===== src/rtl/irqv_pkg.sv =====
package irqv_pkg;
  localparam int BUS_W   = 32;
  localparam int ADDR_W  = 8;
  localparam int BANK_W  = 32;
  localparam int LOW_W   = $clog2(BANK_W);
  localparam int BSEL_W  = 2;

  localparam logic [1:0] RG_CTRL = 2'd0;
  localparam logic [1:0] RG_PEND = 2'd1;
  localparam logic [1:0] RG_MASK = 2'd2;
  localparam logic [1:0] RG_SEL  = 2'd3;

  localparam logic [1:0] SLOT_VEC  = 2'd0;
  localparam logic [1:0] SLOT_BASE = 2'd1;
  localparam logic [1:0] SLOT_PROT = 2'd2;
endpackage


===== src/rtl/irqv_regs.sv =====
module irqv_regs
  import irqv_pkg::*;
#(
  parameter int NUM_BANKS = 3
) (
  input  logic                        clk,
  input  logic                        rst_n,
  input  logic [NUM_BANKS*BANK_W-1:0] src,
  input  logic                        wr_en,
  input  logic [ADDR_W-1:0]           addr,
  input  logic [BUS_W-1:0]            wdata,
  output logic [NUM_BANKS*BANK_W-1:0] pend_q,
  output logic [NUM_BANKS*BANK_W-1:0] mask_q,
  output logic [NUM_BANKS*BANK_W-1:0] sel_q,
  output logic [BUS_W-1:0]            base_q,
  output logic                        prot_q
);
  localparam int NSRC = NUM_BANKS * BANK_W;

  logic            acc_ok;
  logic [1:0]      region;
  logic [1:0]      bank;
  logic [NSRC-1:0] pend_d, mask_d, sel_d;
  logic [BUS_W-1:0] base_d;
  logic            prot_d;
  logic            cfg_en;

  assign acc_ok = wr_en && (addr[7:6] == 2'b00) && (addr[1:0] == 2'b00);
  assign region = addr[5:4];
  assign bank   = addr[3:2];
  assign cfg_en = acc_ok;

  always_comb begin
    pend_d = pend_q | src;
    mask_d = mask_q;
    sel_d  = sel_q;
    base_d = base_q;
    prot_d = prot_q;
    for (int b = 0; b < NUM_BANKS; b++) begin
      if (acc_ok && bank == 2'(b)) begin
        case (region)
          RG_PEND: pend_d[b*BANK_W +: BANK_W] =
                     (pend_q[b*BANK_W +: BANK_W] & ~wdata) | src[b*BANK_W +: BANK_W];
          RG_MASK: mask_d[b*BANK_W +: BANK_W] = wdata;
          RG_SEL:  sel_d[b*BANK_W +: BANK_W]  = wdata;
          default: ;
        endcase
      end
    end
    if (acc_ok && region == RG_CTRL && bank == SLOT_BASE)
      base_d = {wdata[BUS_W-1:2], 2'b00};
    if (acc_ok && region == RG_CTRL && bank == SLOT_PROT)
      prot_d = wdata[0];
  end

  always_ff @(posedge clk or negedge rst_n) begin
    if (!rst_n) begin
      pend_q <= '0;
      mask_q <= '0;
      sel_q  <= '0;
      base_q <= '0;
      prot_q <= 1'b0;
    end else begin
      pend_q <= pend_d;
      if (cfg_en) begin
        mask_q <= mask_d;
        sel_q  <= sel_d;
        base_q <= base_d;
        prot_q <= prot_d;
      end
    end
  end
endmodule


===== src/rtl/irqv_scan.sv =====
module irqv_scan
  import irqv_pkg::*;
#(
  parameter int NUM_BANKS = 3
) (
  input  logic [NUM_BANKS*BANK_W-1:0] pend,
  input  logic [NUM_BANKS*BANK_W-1:0] mask,
  input  logic [NUM_BANKS*BANK_W-1:0] sel,
  output logic                        irq,
  output logic                        fiq,
  output logic [BUS_W-1:0]            vec
);
  localparam int NSRC = NUM_BANKS * BANK_W;
  localparam int PAD  = BUS_W - BSEL_W - LOW_W - 2;

  logic [NSRC-1:0]            live;
  logic [NUM_BANKS-1:0]       bank_any;
  logic [NUM_BANKS*LOW_W-1:0] low_flat;
  logic                       found;
  logic [BSEL_W-1:0]          win_bank;
  logic [LOW_W-1:0]           win_low;

  assign live = pend & ~mask;
  assign irq  = |live;
  assign fiq  = |(live & sel);

  for (genvar b = 0; b < NUM_BANKS; b++) begin : g_bank
    logic [LOW_W-1:0] low;
    assign bank_any[b] = |live[b*BANK_W +: BANK_W];
    always_comb begin
      low = '0;
      for (int i = BANK_W - 1; i >= 0; i--) begin
        if (live[b*BANK_W + i]) low = LOW_W'(i);
      end
    end
    assign low_flat[b*LOW_W +: LOW_W] = low;
  end

  always_comb begin
    found    = 1'b0;
    win_bank = '0;
    win_low  = '0;
    for (int b = 0; b < NUM_BANKS; b++) begin
      if (!found && bank_any[b]) begin
        found    = 1'b1;
        win_bank = BSEL_W'(b);
        win_low  = low_flat[b*LOW_W +: LOW_W];
      end
    end
  end

  assign vec = found ? {{PAD{1'b0}}, win_bank, win_low, 2'b00} : '0;
endmodule


===== src/rtl/irqv_rdmux.sv =====
module irqv_rdmux
  import irqv_pkg::*;
#(
  parameter int NUM_BANKS = 3
) (
  input  logic [ADDR_W-1:0]           addr,
  input  logic [NUM_BANKS*BANK_W-1:0] pend,
  input  logic [NUM_BANKS*BANK_W-1:0] mask,
  input  logic [NUM_BANKS*BANK_W-1:0] sel,
  input  logic [BUS_W-1:0]            vec,
  input  logic [BUS_W-1:0]            base,
  input  logic                        prot,
  output logic [BUS_W-1:0]            rdata
);
  logic       ok;
  logic [1:0] region;
  logic [1:0] bank;

  assign ok     = (addr[7:6] == 2'b00) && (addr[1:0] == 2'b00);
  assign region = addr[5:4];
  assign bank   = addr[3:2];

  always_comb begin
    rdata = '0;
    if (ok) begin
      if (region == RG_CTRL) begin
        case (bank)
          SLOT_VEC:  rdata = vec;
          SLOT_BASE: rdata = base;
          SLOT_PROT: rdata = {{(BUS_W-1){1'b0}}, prot};
          default:   rdata = '0;
        endcase
      end else begin
        for (int b = 0; b < NUM_BANKS; b++) begin
          if (bank == 2'(b)) begin
            case (region)
              RG_PEND: rdata = pend[b*BANK_W +: BANK_W];
              RG_MASK: rdata = mask[b*BANK_W +: BANK_W];
              default: rdata = sel[b*BANK_W +: BANK_W];
            endcase
          end
        end
      end
    end
  end
endmodule


===== src/rtl/irq_vector_ctrl.sv =====
module irq_vector_ctrl
  import irqv_pkg::*;
#(
  parameter int NUM_BANKS = 3
) (
  input  logic                        clk,
  input  logic                        rst_n,
  input  logic [NUM_BANKS*BANK_W-1:0] src_i,
  input  logic [ADDR_W-1:0]           bus_addr,
  input  logic                        bus_we,
  input  logic [BUS_W-1:0]            bus_wdata,
  output logic [BUS_W-1:0]            bus_rdata,
  output logic                        irq_o,
  output logic                        fiq_o,
  output logic [BUS_W-1:0]            vector_o
);
  localparam int NSRC = NUM_BANKS * BANK_W;

  logic            rst_meta;
  logic            srst_n;
  logic [NSRC-1:0] pend_q, mask_q, sel_q;
  logic [BUS_W-1:0] base_q;
  logic            prot_q;

  always_ff @(posedge clk or negedge rst_n) begin
    if (!rst_n) begin
      rst_meta <= 1'b0;
      srst_n   <= 1'b0;
    end else begin
      rst_meta <= 1'b1;
      srst_n   <= rst_meta;
    end
  end

  irqv_regs #(.NUM_BANKS(NUM_BANKS)) u_regs (
    .clk    (clk),
    .rst_n  (srst_n),
    .src    (src_i),
    .wr_en  (bus_we),
    .addr   (bus_addr),
    .wdata  (bus_wdata),
    .pend_q (pend_q),
    .mask_q (mask_q),
    .sel_q  (sel_q),
    .base_q (base_q),
    .prot_q (prot_q)
  );

  irqv_scan #(.NUM_BANKS(NUM_BANKS)) u_scan (
    .pend (pend_q),
    .mask (mask_q),
    .sel  (sel_q),
    .irq  (irq_o),
    .fiq  (fiq_o),
    .vec  (vector_o)
  );

  irqv_rdmux #(.NUM_BANKS(NUM_BANKS)) u_rdmux (
    .addr  (bus_addr),
    .pend  (pend_q),
    .mask  (mask_q),
    .sel   (sel_q),
    .vec   (vector_o),
    .base  (base_q),
    .prot  (prot_q),
    .rdata (bus_rdata)
  );
endmodule


===== config.mk =====
export PLATFORM = sky130hd
export DESIGN_NAME = irq_vector_ctrl
export DESIGN_NICKNAME = d
export VERILOG_FILES = /design/src/rtl/irqv_pkg.sv /design/src/rtl/irqv_regs.sv /design/src/rtl/irqv_scan.sv /design/src/rtl/irqv_rdmux.sv /design/src/rtl/irq_vector_ctrl.sv
export SDC_FILE = /design/constraint.sdc
export NUM_CORES = 1
export LEC_CHECK = 0
export ABC_AREA = 1
export CORE_MARGIN = 1.5
export CORE_UTILIZATION = 50
export CTS_BUF_LIST = sky130_fd_sc_hd__clkbuf_4
export DETAILED_ROUTE_END_ITERATION = 8
export PLACE_DENSITY_LB_ADDON = 0.05
export SYNTH_ARGS = -nofsm -noshare
export SYNTH_HDL_FRONTEND = slang
export SYNTH_SLANG_ARGS = --single-unit

===== constraint.sdc =====
create_clock -name clk -period 16.06 [get_ports clk]
set_clock_uncertainty 0.2 [all_clocks]
set_input_delay 4.015 -clock clk [delete_from_list [all_inputs] [get_ports clk]]
set_output_delay 4.015 -clock clk [all_outputs]
set_load 0.01 [all_outputs]

### Yosys cells after proc, flatten, opt, wreduce, memory -nomap -nowiden

Index checks and enable logic that the tools add are counted.

| storage, ports and cells | value |
|---|---|
| flip-flop bits (word level) | 321 |
| bits of input ports | 139 |
| output and inout bits | 66 |
| logic and storage cells | 177 |

| cells by class | value |
|---|---|
| equal/unequal tests | 5 |
| muxes and demuxes | 120 |
| bitwise logic cells | 11 |
| reduce and logical (&&, ||, !) cells | 30 |

Operators by type and width:

| cell | count |
|---|---|
| two-way mux 5 bit | 99 |
| two-way mux 32 bit | 11 |
| bitwise AND 96 bit | 2 |
| case mux 32 bit (2 select lines) | 3 |
| OR reduction 96 bit | 2 |
| bitwise AND 32 bit | 3 |
| NOT 96 bit | 1 |
| OR 32 bit | 3 |
| OR 96 bit | 1 |
| case mux 32 bit (3 select lines) | 1 |
| OR reduction 32 bit | 3 |
| NOT 32 bit | 1 |
| AND reduction 3 bit | 6 |
| logical AND 1 bit | 11 |
| two-way mux 9 bit | 1 |
| zero test 2 bit | 4 |
| == test 2 bit (second input constant) | 3 |
| == test 2 x 1 -> 1 bit (second input constant) | 2 |
| two-way mux 1 bit | 4 |
| AND reduction 2 bit | 2 |
| zero test 1 bit | 2 |
| two-way mux 2 bit | 1 |

### Logic depth before layout (Yosys ltp)

Gate-level depths: netlist of run 1.

| logic depth | value |
|---|---|
| word-level depth | 41 |
| mapped depth | 36 |
| depth with buffers taken out | 36 |

### Modules after synthesis

Synthesis of run 1 repeated with hierarchy kept, for this count alone.

| second synthesis, totals | value |
|---|---|
| cells, all modules | 3,594 |
| area total of the unflattened synthesis | 22,160.0 um^2 |

By module, submodules not included:

| module | times used | cells each | area an instance (um^2) | seq. area each (um^2) |
|---|---|---|---|---|
| irqv_regs | 1 | 2,151 | 15,680.0 | 7,982.7 |
| irqv_rdmux | 1 | 809 | 3,538.4 | 0.0 |
| irqv_scan | 1 | 631 | 2,887.8 | 0.0 |
| irq_vector_ctrl | 1 | 3 | 53.8 | 50.0 |

### Least setup slack after synthesis of run 1

OpenSTA, ideal clock, no wires.

| path | value |
|---|---|
| path type | input-to-output |
| start | input bus_addr[5] |
| end | output bus_rdata[1] |
| data arrival time | 5.746 ns |
| required time | 11.845 ns |
| slack | 6.099 ns |
| stages on the path | 10 |
| path buffers | 4 |
| cells stage by stage | inv_1 ha_1 clkbuf_1 inv_1 clkbuf_1 clkbuf_1 clkbuf_1 o21ai_0 a21oi_1 nor4_1 |

| between the ends | value |
|---|---|
| word-level cells in the longest chain between the ends | 7 |
| elaborated cells between the ends (all ways) | 11 |
| classes of those cells | eq/ne: 2; mux: 8; reduce/logical: 1 |

Ends and longest elaborated chain:

| what | line | RTL |
|---|---|---|
| start, declared | irq_vector_ctrl.sv:9 | `input logic [ADDR_W-1:0] bus_addr,` |
| == test 2 bit or == test 2 x 1 -> 1 bit (tied branches) | irqv_rdmux.sv:36 | `case (region)` |
| case mux 32 bit (2 select lines) | irqv_rdmux.sv:36 |  |
| two-way mux 32 bit (3 in series) | irqv_rdmux.sv:35 | `if (bank == 2'(b)) begin` |
| two-way mux 32 bit (*) | irqv_rdmux.sv:26 | `if (region == RG_CTRL) begin` |
| two-way mux 32 bit (*) | irqv_rdmux.sv:25 | `if (ok) begin` |
| end, declared | irq_vector_ctrl.sv:12 | `output logic [BUS_W-1:0] bus_rdata,` |

Mark *: on every way between the ends. The rest lies on a longest branch, timed or not.

### Final worst setup path of run 1

| path | value |
|---|---|
| start | input bus_addr[4] |
| end | output bus_rdata[1] |

The elaborated chain is that of the path after synthesis.

==> parameters.txt, run 1 <==
Parameter                              Value

Yosys
  Number of enable-type register cells in the synthesized netlist ... 0
  Average size of a mapped cell ... 7.72 um2
  Fraction of synthesized cell area in xor and xnor cells ... 0%
  Synth Instances ... 2264
  Dominant combinational cell family by area after synthesis ... compound AO/OA/AOI/OAI gates
  Most used DFF post-synth ... sky130_fd_sc_hd__dfrtp_1
  Async SR Flop Fraction ... 100%
  Arithmetic-cell share of the synthesized area counting full adders, half adders and majority gates ... 0.286%
  Count of different cell masters after synthesis ... 43
  Largest area contributor in the netlist ... sky130_fd_sc_hd__dfrtp_1
  Yosys top cell area share ... 45.9%
  Proportion of synthesized chip area in sequential cells ... 45.9%
  Number of synthesized register bits ... 321
  Multiplexer fraction of the synthesized cell area ... 0%
  Cell area after synthesis ... 17500 um2
  Area contributors post-synth ... sky130_fd_sc_hd__dfrtp_1 46%, sky130_fd_sc_hd__nand2_1 11%, sky130_fd_sc_hd__o21ai_0 8.4%, sky130_fd_sc_hd__o21bai_1 4.2%, sky130_fd_sc_hd__inv_1 3.7%
  Synthesized-area fraction occupied by and/or/nand/nor cells ... 20.9%
  Share of the synthesized area in compound gates (AO/OA/AOI/OAI) ... 23.2%
  Number of warnings reported in the yosys synthesis log ... 0

Floorplan
  Count of pins on the block boundary ... 205
  Die Y ... 190 um
  Number of placement rows ... 68
  Width of the chip ... 190 um
  Starting density of the core ... 50.8%
  Die area ... 36100 um2
  Total core area ... 34500 um2

Routing
  Starting DRT DRC Count ... 1779
  Vias per std cell ... 5.87
  Via count of the routed design ... 17300
  Routed wirelength normalized by instance count ... 21.7 um
  Count of TritonRoute iterations in the first routing pass ... 8
  Post-detailed-routing wire length ... 63.9 mm
  Remaining antenna violation count after routing ... 0
  DRC violation count after routing ... 0

Setup path
  Type of element launching the critical path ... input port
  Critical path endpoint category ... primary output
  Critical path launch point ... bus_addr[4]
  R2R depth ... 2
  Reg-to-Reg Start ... srst_n
  Endpoint of the lowest-slack register-to-register path ... u_regs.mask_q[6]
  Critical path fanouts, max ... 53
  CP arrival ... 8500 ps
  End of the critical path ... bus_rdata[1]
  Slack of the worst reg-to-reg path ... 13200 ps
  Start-to-end type of the worst setup path ... input port to primary output
  Data required time of the critical path ... 11850 ps

Clock network
  Reg clk slew, reported paths ... 50 ps
  CTS tree ... yes
  Maximum clock insertion buffer count ... 3
  H-tree depth ... 3
  TritonCTS Sinks ... 321
  Post-CTS setup repair buffer count ... 0
  Clock buffer count from CTS ... 90
  Hold-fix buffers at CTS ... 0
  CTS root buffer ... sky130_fd_sc_hd__clkbuf_4
  Insertion delay of the later-clocked pin in the worst-skew pair ... 780 ps
  Cts repair resizes ... 0

GRT
  Total Routing Usage GR ... 35.9%
  Vias in the first global route ... 16800
  Largest net degree at the start of global routing ... 103
  Initial antenna violation count ... 1
  First-pass GRT wire length ... 98.0 mm
  Grt ovf ... 0

STA
  Total Negative Setup Slacks ... 0 ps
  Slew at the pin closest to its max-slew limit ... 1180 ps
  Tcrit/Tclk final ... 79.2%
  Hold violation count in the final report ... 0
  Max-Slew Margin vs Limit ... 21.4%
  Final number of setup-violating endpoints ... 0
  Achievable Freq ... 0.0786 GHz
  Setup repair after global routing missed its margin ... no
  Pins over their slew limit ... 0
  Worst-case hold slack ... 149 ps
  Final period demand of the worst path ... 12720 ps

Power
  LEAKAGE ... 0.00949 uW
  Power per unit of standard cell area ... 91.5 nW/um2
  Worst VDD drop ... 0.0000684 V

Status
  Run status ... completed

Placed design
  Final weighted congestion of routability-driven global placement ... 0.928
  Buffers added on ports ... 179
  Half-perimeter wire length of the detailed placement result ... 43.1 mm
  Instance area at placement ... 19500 um2

Layout
  Final nets ... 2573
  Commonest non-fill, non-tap cells in the layout ... 525 x sky130_fd_sc_hd__nand2_1, 320 x sky130_fd_sc_hd__dfrtp_1, 293 x sky130_fd_sc_hd__o21ai_0
  Most common library cell in the layout ignoring fill and taps ... sky130_fd_sc_hd__nand2_1
  Finished layout cell area ... 20600 um2
  Syn-to-layout area delta ... 17.8%
  Share of cells above drive strength 1 ... 11.3%

Worst hold path
  Classification of the worst-slack hold path ... flip-flop to flip-flop

Flow run
  Max_cap viols ... 0
[power by group]
group	internal (uW)	total (uW)	switching (uW)
Combinational	96.4	266	170
Sequential	836	859	22.9
Clock	398	758	360
[cell type report]
type	instances	area, um2
Fill cell	3320	13900
Sequential cell	321	8040
Multi-Input combinational cell	1547	7900
Timing Repair Buffer	203	1970
Inverter	267	1020
Clock buffer	123	923
Tap cell	455	569
Clock inverter	25	175
Antenna cell	1	2.50
[state kept, by name, summed over array words and instances, names as in the netlist]
signal	flops
u_regs.prot_q	1
u_regs.mask_q	96
u_regs.base_q	30
srst_n	1
rst_meta	1
u_regs.pend_q	96
u_regs.sel_q	96
[logic make-up after synthesis]
logic type | count (synthesis)
other | 2
flip-flops | 321
AND/OR/NAND/NOR | 848
adder cells (fa/ha/maj) | 4
buffers and inverters | 420
AO/OA/AOI/OAI | 669
[how the worst min path moves through the flow]
stage                         from  endpoint  depth (start not counted)
after global placement    rst_meta    srst_n                          0
after detailed placement  rst_meta    srst_n                          0
after floorplan           rst_meta    srst_n                          0
final                     rst_meta    srst_n                          0
after global routing      rst_meta    srst_n                          0
after CTS                 rst_meta    srst_n                          0
[per-stage QoR]
stage	cells	setup slack (ps)	utilization, %	power (uW)
detailed placement	2793	3360	56.6	1140
global placement	2793	3420	56.6	1130
CTS	2941	3370	59.8	1890
floorplan	2288	6100	-	1020
global route	2942	3300	59.8	1970
finish	2942	3340	59.8	1880
[critical path, cell delays in order]
cell	delay (ps)
sky130_fd_sc_hd__clkdlybuf4s50_1	530
sky130_fd_sc_hd__inv_1	90
sky130_fd_sc_hd__ha_2	510
sky130_fd_sc_hd__inv_2	830
sky130_fd_sc_hd__buf_4	560
sky130_fd_sc_hd__a21oi_1	90
sky130_fd_sc_hd__o2bb2ai_1	140
sky130_fd_sc_hd__o21ai_0	180
sky130_fd_sc_hd__a21oi_1	70
sky130_fd_sc_hd__nor4_1	780
sky130_fd_sc_hd__clkdlybuf4s50_1	690
[metal layers]
layer	part of all wire [%]	GRT usage [%]	vias up
met3	8.0	6.20	219
li1	-	-	7932
met1	40	45.6	8219
met5	0	0	-
met4	6.9	23.9	0
met2	46	56.4	895
[cells in the mapped netlist, types with 26 or more instances]
library cell,count
sky130_fd_sc_hd__nand2_1,531
sky130_fd_sc_hd__dfrtp_1,321
sky130_fd_sc_hd__o21ai_0,293
sky130_fd_sc_hd__inv_1,173
sky130_fd_sc_hd__nor3_1,121
sky130_fd_sc_hd__clkbuf_1,111
sky130_fd_sc_hd__o21bai_1,98
sky130_fd_sc_hd__nor2_1,97
sky130_fd_sc_hd__o22ai_1,70
sky130_fd_sc_hd__inv_2,61
sky130_fd_sc_hd__a21oi_1,56
sky130_fd_sc_hd__a221oi_1,40
sky130_fd_sc_hd__a211oi_1,32
sky130_fd_sc_hd__clkinv_1,32
sky130_fd_sc_hd__nand3_1,30
sky130_fd_sc_hd__buf_4,26
Note: power is estimated with default switching activity, not from simulation.
==> run 2, diff against run 1 <==
==> constraint.sdc (replaced) <==
create_clock -name clk -period 12.55 [get_ports clk]
set_clock_uncertainty 0.2 [all_clocks]
set_input_delay 3.1375 -clock clk [delete_from_list [all_inputs] [get_ports clk]]
set_output_delay 3.1375 -clock clk [all_outputs]
set_load 0.01 [all_outputs]
==> parameters.txt, run 2 (synthesized netlist as in run 1, its figures left out) <==
Parameter                              Value

STA
  Slew at the pin closest to its max-slew limit ... 1160 ps (-15.1 ps)
  Final period demand of the worst path ... 10260 ps
  Tcrit/Tclk final ... 81.7%
  Max-Slew Margin vs Limit ... 21.7% (+0.29 points)
  Pins over their slew limit ... 0 (unchanged)
  Setup repair after global routing missed its margin ... no
  Hold violation count in the final report ... 0 (unchanged)
  Achievable Freq ... 0.0975 GHz
  Final number of setup-violating endpoints ... 0 (unchanged)
  Total Negative Setup Slacks ... 0 ps (unchanged)

Clock network
  Post-CTS setup repair buffer count ... 0 (unchanged)
  TritonCTS Sinks ... 321 (unchanged)
  Hold-fix buffers at CTS ... 0 (unchanged)
  Reg clk slew, reported paths ... 60 ps (about the same)
  Maximum clock insertion buffer count ... 3 (unchanged)
  Insertion delay of the later-clocked pin in the worst-skew pair ... 800 ps (+20 ps)
  Clock buffer count from CTS ... 89 (-1.1%)
  H-tree depth ... 3 (unchanged)
  CTS root buffer ... sky130_fd_sc_hd__clkbuf_4
  CTS tree ... yes
  Cts repair resizes ... 0 (unchanged)

Routing
  Vias per std cell ... 5.85 (-0.30%)
  DRC violation count after routing ... 0 (unchanged)
  Remaining antenna violation count after routing ... 0 (unchanged)
  Via count of the routed design ... 17200 (-0.20%)
  Starting DRT DRC Count ... 1755 (-1.3%)
  Count of TritonRoute iterations in the first routing pass ... 8 (unchanged)
  Routed wirelength normalized by instance count ... 21.7 um (about the same)
  Post-detailed-routing wire length ... 63.9 mm (about the same)

Worst hold path
  Classification of the worst-slack hold path ... flip-flop to flip-flop

Placed design
  Half-perimeter wire length of the detailed placement result ... 43.3 mm (+0.32%)
  Buffers added on ports ... 179 (unchanged)
  Final weighted congestion of routability-driven global placement ... 0.936 (+0.87%)
  Number of instances in the placed design ... 2796 (+0.11%)

Setup path
  Crit path max-delay cell type ... sky130_fd_sc_hd__nor4_1
  Largest stage delay on the critical path ... 760 ps (-70 ps)
  CP Cell Sequence ... clkdlybuf4s50_1 -> inv_1 -> ha_2 -> buf_4 -> o2bb2ai_1 -> o21ai_0 -> a21oi_1 -> nor4_1 -> clkdlybuf4s50_1
  CP arrival ... 6920 ps (-1580 ps)
  Critical path endpoint category ... primary output
  Critical Path Most Common Cell ... sky130_fd_sc_hd__clkdlybuf4s50_1
  Start-to-end type of the worst setup path ... input port to primary output
  Critical path fanouts, max ... 50 (-5.7%)
  Type of element launching the critical path ... input port
  Data required time of the critical path ... 9210 ps (-2640 ps)

GRT
  Initial antenna violation count ... 1 (unchanged)
  Vias in the first global route ... 16900 (+0.55%)
  Total Routing Usage GR ... 36.0% (+0.036 points)
  Largest net degree at the start of global routing ... 94 (-8.7%)
  First-pass GRT wire length ... 97.9 mm (about the same)
  Grt ovf ... 0 (unchanged)

Power
  Power per unit of standard cell area ... 119 nW/um2 (+30%)
  Worst VDD drop ... 0.0000958 V (+40%)
  LEAKAGE ... 0.00953 uW (+0.46%)

Layout
  Largest registers ... u_regs.mask_q x96, u_regs.pend_q x96, u_regs.sel_q x96
  Share of cells above drive strength 1 ... 11.7% (+0.39 points)
  Commonest non-fill, non-tap cells in the layout ... 525 x sky130_fd_sc_hd__nand2_1, 320 x sky130_fd_sc_hd__dfrtp_1, 293 x sky130_fd_sc_hd__o21ai_0
  Fillcell total ... 3304 (-0.48%)
  Final nets ... 2575 (+0.078%)
  Most common library cell in the layout ignoring fill and taps ... sky130_fd_sc_hd__nand2_1
  Syn-to-layout area delta ... 18.2%
  Layout Cells excl Fill ... 2945 (+0.10%)

Floorplan
  Starting density of the core ... 50.8% (unchanged)
  Die Y ... 190 um (unchanged)
  Width of the chip ... 190 um (unchanged)
  Number of placement rows ... 68 (unchanged)
  Count of pins on the block boundary ... 205 (unchanged)
  Total core area ... 34500 um2 (unchanged)
  Die area ... 36100 um2 (unchanged)

Flow run
  Max_cap viols ... 0 (unchanged)

Status
  Run status ... completed
==> run 2: cell types whose count changed in the layout (fill, tap and decap cells not counted) <==
| cell | change |
|---|---|
| sky130_fd_sc_hd__inv_2 | -1 |
| sky130_fd_sc_hd__clkinv_2 | -2 |
| sky130_fd_sc_hd__clkinv_1 | -7 |
| sky130_fd_sc_hd__buf_4 | +3 |
| sky130_fd_sc_hd__clkbuf_4 | +9 |
| sky130_fd_sc_hd__bufinv_16 | +1 |
| sky130_fd_sc_hd__diode_2 | +1 |
| sky130_fd_sc_hd__inv_1 | -1 |
==> run 2: metal layers <==
layer	track usage [%]	vias to the layer above	wire, um
li1	-	7919	-
met3	6.09	187	4890
met1	44.7	8240	25100
met2	59.8	884	30500
met5	0	-	0
met4	19.4	0	3410
==> run 2: report_power, final <==
group	internal (uW)	switching, uW
sequential	1070	27.9
combinational	124	218
clock	555	468
==> run 2: final cells by class <==
cell class                      instances  area (um2)  area share, %
Antenna cell                            2        5.00         0.0242
Clock buffer                          132         991           4.79
Clock inverter                         15         161          0.781
Inverter                              267        1020           4.94
Multi-Input combinational cell       1547        7900           38.2
Sequential cell                       321        8040           38.9
Tap cell                              455         569           2.75
Timing Repair Buffer                  206        1990           9.65
==> run 2: worst paths after layout <==
| path | startpoint | depth (start not counted) | slack, ps | endpoint |
|---|---|---|---|---|
| setup / recovery | bus_addr[5] | 9 | 2290 | bus_rdata[1] |
| hold / removal | rst_meta | 0 | 150 | srst_n |
| setup reg to reg | srst_n | 2 | 9850 | u_regs.base_q[6] |
| hold reg to reg | rst_meta | 0 | 150 | srst_n |
| max in group asynchronous | rst_n | 1 | 9710 | srst_n |
| min in group asynchronous | srst_n | 0 | 160 | u_regs.mask_q[87] |
==> run 2: per-stage QoR <==
step | hold WS, ps | area, um2 | total power, uW | util (%) | worst slack, ps
3_5_place_dp | 139 | 19500 | 1450 | 56.6 | 2370
3_3_place_gp | 135 | 19500 | 1450 | 56.6 | 2380
6_report | 149 | 20700 | 2460 | 60.0 | 2290
5_1_grt | 169 | 20700 | 2560 | 60.0 | 2190
2_1_floorplan | 131 | 17600 | 1310 | - | 2740
4_1_cts | 153 | 20700 | 2470 | 60.0 | 2350
==> run 2: critical path, delay by kind of cell <==
family                   cells  cell delay, ps
AND/OR/NAND/NOR              1             760
AO/OA/AOI/OAI                3             380
adder cells (fa/ha/maj)      1             730
buffers and inverters        4            1890
